## config.mk

```make
export PLATFORM = sky130hd
export DESIGN_NAME = act_track_bank
export DESIGN_NICKNAME = d
export VERILOG_FILES = /design/src/rtl/act_track_pkg.sv /design/src/rtl/act_track_decode.sv /design/src/rtl/act_track_counter.sv /design/src/rtl/act_track_state.sv /design/src/rtl/act_track_flags.sv /design/src/rtl/act_track_bank.sv
export SDC_FILE = /design/constraint.sdc
export NUM_CORES = 1
export LEC_CHECK = 0
export ABC_AREA = 1
export BUFFER_PORTS_ARGS = -buffer_cell sky130_fd_sc_hd__buf_2
export CAP_MARGIN = 20
export CORE_MARGIN = 2
export CORE_UTILIZATION = 32
export CTS_CLUSTER_SIZE = 8
export DETAILED_ROUTE_END_ITERATION = 7
export PLACE_DENSITY_LB_ADDON = 0.05
export SYNTH_ARGS = -nofsm -noshare
export SYNTH_HDL_FRONTEND = slang
export SYNTH_SLANG_ARGS = --single-unit
```

## constraint.sdc

```tcl
create_clock -name clk_i -period 2.2 [get_ports clk_i]
set_input_delay 0.22 -clock clk_i [delete_from_list [all_inputs] [get_ports clk_i]]
set_output_delay 0.22 -clock clk_i [all_outputs]
set_load 0.01 [all_outputs]
```

## src/rtl/act_track_pkg.sv

```systemverilog
package act_track_pkg;

  typedef enum logic [3:0] {
    CMD_NOP   = 4'd0,
    CMD_ACT   = 4'd1,
    CMD_PRE   = 4'd2,
    CMD_PREA  = 4'd3,
    CMD_PRESB = 4'd4,
    CMD_REFAB = 4'd5,
    CMD_REFSB = 4'd6,
    CMD_RMAB  = 4'd7,
    CMD_RMSB  = 4'd8,
    CMD_PDE   = 4'd9,
    CMD_PDX   = 4'd10
  } cmd_e;

  typedef struct packed {
    logic act;
    logic pre;
    logic refr;
    logic rm;
    logic pde;
    logic pdx;
  } cmd_hit_t;

endpackage

```

## src/rtl/act_track_decode.sv

```systemverilog
module act_track_decode
  import act_track_pkg::*;
(
  input  logic       valid_i,
  input  logic [3:0] code_i,
  output cmd_hit_t   hit_o
);

  always_comb begin
    hit_o = '0;
    if (valid_i) begin
      unique case (code_i)
        CMD_ACT:                      hit_o.act  = 1'b1;
        CMD_PRE, CMD_PREA, CMD_PRESB: hit_o.pre  = 1'b1;
        CMD_REFAB, CMD_REFSB:         hit_o.refr = 1'b1;
        CMD_RMAB, CMD_RMSB:           hit_o.rm   = 1'b1;
        CMD_PDE:                      hit_o.pde  = 1'b1;
        CMD_PDX:                      hit_o.pdx  = 1'b1;
        default:                      hit_o = '0;
      endcase
    end
  end

endmodule

```

## src/rtl/act_track_counter.sv

```systemverilog
module act_track_counter #(
  parameter int CNT_W = 16
) (
  input  logic             clk_i,
  input  logic             rst_ni,
  input  logic             inc_i,
  input  logic             ref_i,
  input  logic             rm_i,
  input  logic             rm_en_i,
  input  logic [CNT_W-1:0] ref_dec_i,
  input  logic [CNT_W-1:0] rm_dec_i,
  output logic [CNT_W-1:0] cnt_o
);

  localparam logic [CNT_W-1:0] CntMax = {CNT_W{1'b1}};

  logic [CNT_W-1:0] cnt_q, cnt_d, amt;
  logic             dec_en;

  assign amt    = ref_i ? ref_dec_i : rm_dec_i;
  assign dec_en = rm_en_i & (ref_i | rm_i);

  always_comb begin
    cnt_d = cnt_q;
    if (inc_i) begin
      if (cnt_q != CntMax) cnt_d = cnt_q + 1'b1;
    end else if (dec_en) begin
      cnt_d = (cnt_q > amt) ? cnt_q - amt : '0;
    end
  end

  always_ff @(posedge clk_i or negedge rst_ni) begin
    if (!rst_ni) cnt_q <= '0;
    else         cnt_q <= cnt_d;
  end

  assign cnt_o = cnt_q;

  AST_CNT_SAT: assert property (@(posedge clk_i) disable iff (!rst_ni)
    (inc_i && cnt_q == CntMax) |=> (cnt_q == CntMax));
  AST_CNT_FLOOR: assert property (@(posedge clk_i) disable iff (!rst_ni)
    (ref_i && rm_en_i && cnt_q <= ref_dec_i) |=> (cnt_q == '0));
  AST_RM_FLOOR: assert property (@(posedge clk_i) disable iff (!rst_ni)
    (rm_i && rm_en_i && cnt_q <= rm_dec_i) |=> (cnt_q == '0));
  AST_CNT_OFF: assert property (@(posedge clk_i) disable iff (!rst_ni)
    (!inc_i && !rm_en_i) |=> $stable(cnt_q));

endmodule

```

## src/rtl/act_track_state.sv

```systemverilog
module act_track_state #(
  parameter int ROW_W = 16
) (
  input  logic             clk_i,
  input  logic             rst_ni,
  input  logic             act_i,
  input  logic             pre_i,
  input  logic [ROW_W-1:0] row_i,
  output logic             open_o,
  output logic [ROW_W-1:0] row_o
);

  logic             open_q;
  logic [ROW_W-1:0] row_q;

  always_ff @(posedge clk_i or negedge rst_ni) begin
    if (!rst_ni) begin
      open_q <= 1'b0;
      row_q  <= '0;
    end else if (act_i) begin
      open_q <= 1'b1;
      row_q  <= row_i;
    end else if (pre_i) begin
      open_q <= 1'b0;
    end
  end

  assign open_o = open_q;
  assign row_o  = row_q;

  AST_ACT_OPENS: assert property (@(posedge clk_i) disable iff (!rst_ni)
    act_i |=> (open_q && row_q == $past(row_i)));
  AST_PRE_CLOSES: assert property (@(posedge clk_i) disable iff (!rst_ni)
    pre_i |=> (!open_q && $stable(row_q)));

endmodule

```

## src/rtl/act_track_flags.sv

```systemverilog
module act_track_flags (
  input  logic clk_i,
  input  logic rst_ni,
  input  logic clr_i,
  input  logic block_i,
  input  logic unblock_i,
  input  logic pde_i,
  input  logic pdx_i,
  output logic blocked_o,
  output logic sleeping_o
);

  logic blk_q, slp_q;

  // set has priority over any clear in the same cycle
  always_ff @(posedge clk_i or negedge rst_ni) begin
    if (!rst_ni)                   blk_q <= 1'b0;
    else if (block_i)              blk_q <= 1'b1;
    else if (clr_i || unblock_i)   blk_q <= 1'b0;
  end

  always_ff @(posedge clk_i or negedge rst_ni) begin
    if (!rst_ni)                   slp_q <= 1'b0;
    else if (clr_i || pdx_i)       slp_q <= 1'b0;
    else if (pde_i)                slp_q <= 1'b1;
  end

  assign blocked_o  = blk_q;
  assign sleeping_o = slp_q;

  AST_BLOCK_WINS: assert property (@(posedge clk_i) disable iff (!rst_ni)
    block_i |=> blk_q);
  AST_CLR_UNBLOCKS: assert property (@(posedge clk_i) disable iff (!rst_ni)
    (clr_i && !block_i) |=> !blk_q);
  AST_CLR_WAKES: assert property (@(posedge clk_i) disable iff (!rst_ni)
    clr_i |=> !slp_q);
  AST_PDE_SLEEPS: assert property (@(posedge clk_i) disable iff (!rst_ni)
    pde_i |=> slp_q);

endmodule

```

## src/rtl/act_track_bank.sv

```systemverilog
module act_track_bank
  import act_track_pkg::*;
#(
  parameter int ROW_W = 16,
  parameter int CNT_W = 16
) (
  input  logic             clk_i,
  input  logic             rst_ni,
  input  logic             cmd_valid_i,
  input  logic [3:0]       cmd_code_i,
  input  logic [ROW_W-1:0] row_i,
  input  logic             rm_enable_i,
  input  logic [CNT_W-1:0] ref_dec_i,
  input  logic [CNT_W-1:0] rm_dec_i,
  input  logic             block_i,
  input  logic             unblock_i,
  input  logic             req_pending_i,
  output logic             bank_open_o,
  output logic [ROW_W-1:0] open_row_o,
  output logic [CNT_W-1:0] act_count_o,
  output logic             blocked_o,
  output logic             sleeping_o,
  output logic             idle_o
);

  cmd_hit_t hit;

  act_track_decode u_dec (
    .valid_i (cmd_valid_i),
    .code_i  (cmd_code_i),
    .hit_o   (hit)
  );

  act_track_state #(.ROW_W(ROW_W)) u_state (
    .clk_i  (clk_i),
    .rst_ni (rst_ni),
    .act_i  (hit.act),
    .pre_i  (hit.pre),
    .row_i  (row_i),
    .open_o (bank_open_o),
    .row_o  (open_row_o)
  );

  act_track_counter #(.CNT_W(CNT_W)) u_cnt (
    .clk_i     (clk_i),
    .rst_ni    (rst_ni),
    .inc_i     (hit.act),
    .ref_i     (hit.refr),
    .rm_i      (hit.rm),
    .rm_en_i   (rm_enable_i),
    .ref_dec_i (ref_dec_i),
    .rm_dec_i  (rm_dec_i),
    .cnt_o     (act_count_o)
  );

  act_track_flags u_flags (
    .clk_i      (clk_i),
    .rst_ni     (rst_ni),
    .clr_i      (hit.refr | hit.rm),
    .block_i    (block_i),
    .unblock_i  (unblock_i),
    .pde_i      (hit.pde),
    .pdx_i      (hit.pdx),
    .blocked_o  (blocked_o),
    .sleeping_o (sleeping_o)
  );

  assign idle_o = ~req_pending_i;

  AST_NOCMD_HOLD: assert property (@(posedge clk_i) disable iff (!rst_ni)
    (!cmd_valid_i && !block_i && !unblock_i) |=>
      ($stable(bank_open_o) && $stable(open_row_o) && $stable(act_count_o)
       && $stable(blocked_o) && $stable(sleeping_o)));

endmodule

```

### Yosys cells after proc, flatten, opt, wreduce, memory -nomap -nowiden

Index checks and enable logic that the tools add are counted.

* register bits: 35
* word-level logic and storage cells: 51
* output and inout bits: 36

* magnitude comparators: 1
* mux-type cells: 18
* eq/ne operators: 12
* add/sub/neg operators: 2
* reduce and logical (&&, ||, !) cells: 10
* bitwise logic cells: 3

Operators by type and width (count)
* 16-bit two-way mux: 5
* 16-bit by 1-bit adder with 16-bit output (second input constant): 1
* 4-bit by 3-bit equality test with 1-bit output (second input constant): 4
* 16-bit greater-than comparator: 1
* 16-bit inequality test (second input constant): 1
* 16-bit subtractor: 1
* 4-bit equality test (second input constant): 3
* 1-bit two-way mux: 12
* 4-bit by 2-bit equality test with 1-bit output (second input constant): 2
* 2-bit nonzero test: 4
* 6-bit two-way mux: 1
* 4-bit by 1-bit equality test with 1-bit output (second input constant): 1
* 2-bit OR reduction: 2
* 3-bit OR reduction: 1
* 1-bit logical OR: 2
* 2-bit by 1-bit inequality test with 1-bit output (second input constant): 1
* 2-bit AND reduction: 1
* 1-bit bitwise AND: 1
* 1-bit NOT: 1
* 1-bit OR: 1

### Depth between registers and ports, before layout

* depth after elaboration: 9
* mapped depth: 18

### By module

A second synthesis with hierarchy kept.

* cell total of the unflattened synthesis: 509
* area, all modules: 3342.0 sq um

By module, submodules not included
* act_track_counter: area an instance 2476.1 sq um, times used 1, cells each 401
* act_track_state: area an instance 675.6 sq um, times used 1, cells each 72
* act_track_decode: area an instance 91.3 sq um, times used 1, cells each 21
* act_track_flags: area an instance 83.8 sq um, times used 1, cells each 11
* act_track_bank: area an instance 15.0 sq um, times used 1, cells each 4

### Worst setup path before layout

No wires, ideal clock.

* path type: input-to-reg
* from: in cmd_code_i[1]
* to: reg u_cnt.cnt_q[14] (netlist: u_cnt.cnt_o[14])
* required time: 2127 ps
* path slack: -117 ps
* path buffers: 1
* library setup time: 73 ps
* cell stages on the path: 17
* arrival time: 2244 ps
* path through: inv_1 > nand3_1 > nand2_1 > nand2_4 > mux2_2 > ha_1 > inv_1 > fa_1 > nand2_1 > nand2_1 > nand3_1 > nand2_2 > nand2_2 > a21oi_2 > buf_4 > nand3_1 > a21oi_2

* cells in the longest elaborated chain, start to end: 9
* elaborated cells on any way between the ends: 22
* classes of those cells: 1 x add/sub; 1 x order compare; 6 x eq/ne; 8 x mux; 2 x bitwise; 4 x reduce/logical

RTL lines
* start: declaration: RTL line act_track_bank.sv:10 `input logic [3:0] cmd_code_i,`
* 4-bit by 3-bit equality test with 1-bit output: RTL line act_track_decode.sv:12 `unique case (code_i)`
* 2-bit OR reduction: RTL line act_track_decode.sv:12
* 1-bit two-way mux: RTL line act_track_decode.sv:12
* 6-bit two-way mux (*): RTL line act_track_decode.sv:11 `if (valid_i) begin`
* 16-bit two-way mux: RTL line act_track_counter.sv:20 `assign amt = ref_i ? ref_dec_i : rm_dec_i;`
* 16-bit subtractor / 16-bit greater-than comparator (equally long branches): RTL line act_track_counter.sv:28 `cnt_d = (cnt_q > amt) ? cnt_q - amt : '0;`
* 16-bit two-way mux: RTL line act_track_counter.sv:28
* 16-bit two-way mux: RTL line act_track_counter.sv:27 `end else if (dec_en) begin`
* 16-bit two-way mux: RTL line act_track_counter.sv:25 `if (inc_i) begin`
* end signal: assignment: RTL line act_track_counter.sv:34 `else cnt_q <= cnt_d;`
* end: declaration: RTL line act_track_counter.sv:17 `logic [CNT_W-1:0] cnt_q, cnt_d, amt;`

Mark *: on every way between the ends. The rest lies on a longest branch, timed or not. The select of a mux whose other input is x is not followed.
A chain may end at the register's enable or synchronous reset.

### Final worst setup path

* from: in cmd_code_i[0]
* to: reg u_cnt.cnt_q[4] (netlist: u_cnt.cnt_o[4])

The elaborated chain is that of the path after synthesis.

==> impl_metrics.json <==
{
  "status": "finished, final reports clean",
  "critPathLaunchType": "input pin",
  "critPathBufInv": 6,
  "slowest_stage": "ha_1",
  "p_switching_uw": 2720,
  "grt_pass1_wl_um": 15500,
  "crit_arrival_ps": 2370,
  "grt_overflow_total": 0,
  "crit_type": "input pin to flop",
  "area_growth_pct": 52.8,
  "seqPwrFrac": 0.184,
  "hold_violations": 0,
  "cts_tree": "built",
  "async_flop_share": 1.00,
  "place_congestion": 0.891,
  "combinationalPowerShare": 0.737,
  "finalCritPeriodShare": 0.996,
  "ant_nets": 0,
  "wl_per_cell_um": 12.7,
  "hold_class": "input pin to asynchronous set/reset pin",
  "clockPowerShare": 0.079,
  "holdWs_ps": 27.7,
  "rsz0062_at_grt": "true",
  "clk_latency_ps": 280,
  "cp_cell_sequence": "buf_8, inv_4, nand3_4, nand2_4, nand2_8, buf_8, buf_6, mux2i_4, ha_1, nand2_1, nor2_2, nand2_2, o21ai_2, buf_4, a21oi_4, clkbuf_16, nand2_4, nand2_1, nand2_1, nand2_1",
  "synth-warning-count": 0,
  "track_usage": 0.188,
  "synth_cells": 499,
  "synth_top_area_cell": "dfrtp_1",
  "crit_fanout": 6,
  "critPathCaptureType": "flop",
  "drt_iter0_drc": 133,
  "hold_buffers": 0,
  "skew_ps": 6.01,
  "period_minus_slack_ps": 2190,
  "clockRootBuffer": "clkbuf_8",
  "cts_inserted_buffers": 5,
  "dieArea_um2": 10600,
  "crit_family": "simple AND/OR/NAND/NOR gates",
  "synth_fp_nets": 576,
  "seq_area_um2": 876,
  "grt_max_degree": 36,
  "p_int_uw": 2990,
  "die_width_um": 103,
  "worstReg2RegEnd": "u_cnt.cnt_o[10]",
  "ios": 95,
  "viasPerCell": 4.55,
  "wirelength_um": 10300,
  "drv_slew": 0,
  "synth_top_area_frac": 0.279,
  "multi_input_area_um2": 2230,
  "worst_ep_required_time_ps": 2380,
  "r2r_start": "u_cnt.cnt_o[0]",
  "ys_seq_area_frac": 0.279,
  "grt_pass1_vias": 3356,
  "r2r_slack_ps": 190,
  "die_y_um": 103,
  "rows": 36,
  "setup_viol": 0,
  "swShare": 0.476,
  "drive_gt1_frac": 0.381,
  "p_per_area_nw_per_um2": 1190,
  "cts.sink_count": 35,
  "dr.pass1.iters": 5,
  "drc": 0,
  "antenna_cells": 0,
  "utilization": 0.498,
  "netlist_area_um2": 3140,
  "via_count": 3695,
  "placeableCoreArea_um2": 9640,
  "yosys.cell_types.count": 36,
  "clk_pin_slew_ps": 70,
  "total_power_uw": 5710,
  "slew_headroom": 0.456,
  "hpwl_um": 8180,
  "synth_top_flop_cell": "dfrtp_1",
  "leakagePower_uw": 0.00277,
  "drv_cap": 0,
  "synth_area_per_cell_um2": 6.29,
  "ys_ff_latch": 35,
  "worstRegToRegCells": 13,
  "max-vdd-ir-drop_uv": 575,
  "start_util": 0.326,
  "portBuffers": 94,
  "post-synth-top-count-cell": "nand2_1",
  "synth.area.top_cells": "dfrtp_1 (28%), nand2_1 (23%), inv_1 (7.7%)",
  "h-tree-depth": 2,
  "synth_edf_count": 0,
  "clk_path_buf_depth": 2,
  "nNetsFinal": 755,
  "worstMarginPinSlew_ps": 817,
  "synth_common_cells": "nand2_1 (189), inv_1 (64), nor2_1 (58)",
  "antenna_found_initial": 0,
  "fillers": 1057,
  "max_freq_ghz": 0.456,
  "startpoint": "cmd_code_i[0]",
  "crit_top_cell": "nand2_1",
  "cpPeakStageDelay_ps": 300
}
-- metrics by stage --
stage	cells	worst slack, ps	setup TNS [ps]	area, um^2
detailed placement	791	-447	-6530	4340
global placement	791	-399	-6000	4340
finish	812	8.73	0	4800
CTS	800	-0.102	-0.102	4460
global route	812	-94.8	-576	4800
floorplan	499	3.26	0	3210
-- cell families (layout without fill, tap and decap cells) --
kind of cell | count (synthesis) | count (layout) | synth area share
mux | 16 | 16 | 0.0514
compound gates | 39 | 39 | 0.0694
buf+inv | 75 | 255 | 0.0949
fa+ha+maj | 18 | 18 | 0.0741
simple gates | 309 | 309 | 0.412
xor+xnor | 7 | 7 | 0.0195
flops | 35 | 35 | 0.279
-- area by class of cell --
cell class,count,share of cell area
Inverter,67,0.0545
Clock inverter,1,0.00104
Multi-Input combinational cell,389,0.465
Timing Repair Buffer,180,0.247
Tap cell,133,0.0347
Sequential cell,35,0.183
Clock buffer,7,0.0159
-- layout by cell type (no fill, tap or decap), drive strengths merged --
| cell type | synthesis | final |
|---|---|---|
| nand2 | 194 | 194 |
| buf | 6 | 179 |
| inv | 67 | 66 |
| nor2 | 59 | 59 |
| dfrtp | 35 | 35 |
| nand3 | 35 | 35 |
| a21oi | 27 | 27 |
| ha | 17 | 17 |
| mux2i | 15 | 15 |
| clkbuf | 2 | 8 |
| o21ai | 7 | 7 |
| nor3 | 6 | 6 |
| nand4 | 6 | 6 |
| nand3b | 5 | 5 |
| xor2 | 5 | 5 |
| and2 | 2 | 2 |
| clkinv | 0 | 2 |
| xnor2 | 2 | 2 |
| mux2 | 1 | 1 |
| or2 | 1 | 1 |
| and3 | 1 | 1 |
| o21bai | 1 | 1 |
| o21a | 1 | 1 |
| a211oi | 1 | 1 |
| a21o | 1 | 1 |
| o22ai | 1 | 1 |
| fa | 1 | 1 |
-- power by group through the flow --
stage	Clock [uW]	Sequential (uW)	Combinational [uW]
2_1_floorplan	0	1220	1850
3_3_place_gp	0	1070	3620
3_5_place_dp	0	1070	3630
4_1_cts	467	1060	3720
5_1_grt	503	1070	4690
6_report	449	1050	4210
-- how the worst max path moves through the flow --
| stage | endpoint | slack [ps] | depth (start not counted) |
|---|---|---|---|
| after floorplan | u_cnt.cnt_o[12] | 3 | 17 |
| after global placement | u_cnt.cnt_o[13] | -400 | 17 |
| after detailed placement | u_cnt.cnt_o[5] | -450 | 17 |
| after CTS | u_cnt.cnt_o[5] | -0.1 | 18 |
| after global routing | u_cnt.cnt_o[4] | -90 | 20 |
| final | u_cnt.cnt_o[4] | 9 | 20 |
-- metal layers --
metal,routed length (um),up-vias,GRT usage
met5,0,-,0
met1,4700,1681,0.246
met2,5170,79,0.332
met3,367,7,0.0251
met4,61,0,0.0334
li1,-,1928,-
-- state kept, by name (all words and copies together), names as in the netlist --
signal,flops
u_state.open_o,1
u_flags.blocked_o,1
u_state.row_o,16
u_flags.sleeping_o,1
u_cnt.cnt_o,16
-- what timing repair did --
item,in CTS,in global routing
setup buffers,1,11
gates resized for setup,4,69
cloned,0,1
setup endpoints to repair,16,16
pin swaps,1,33
Power figures use the tool's default switching activity.
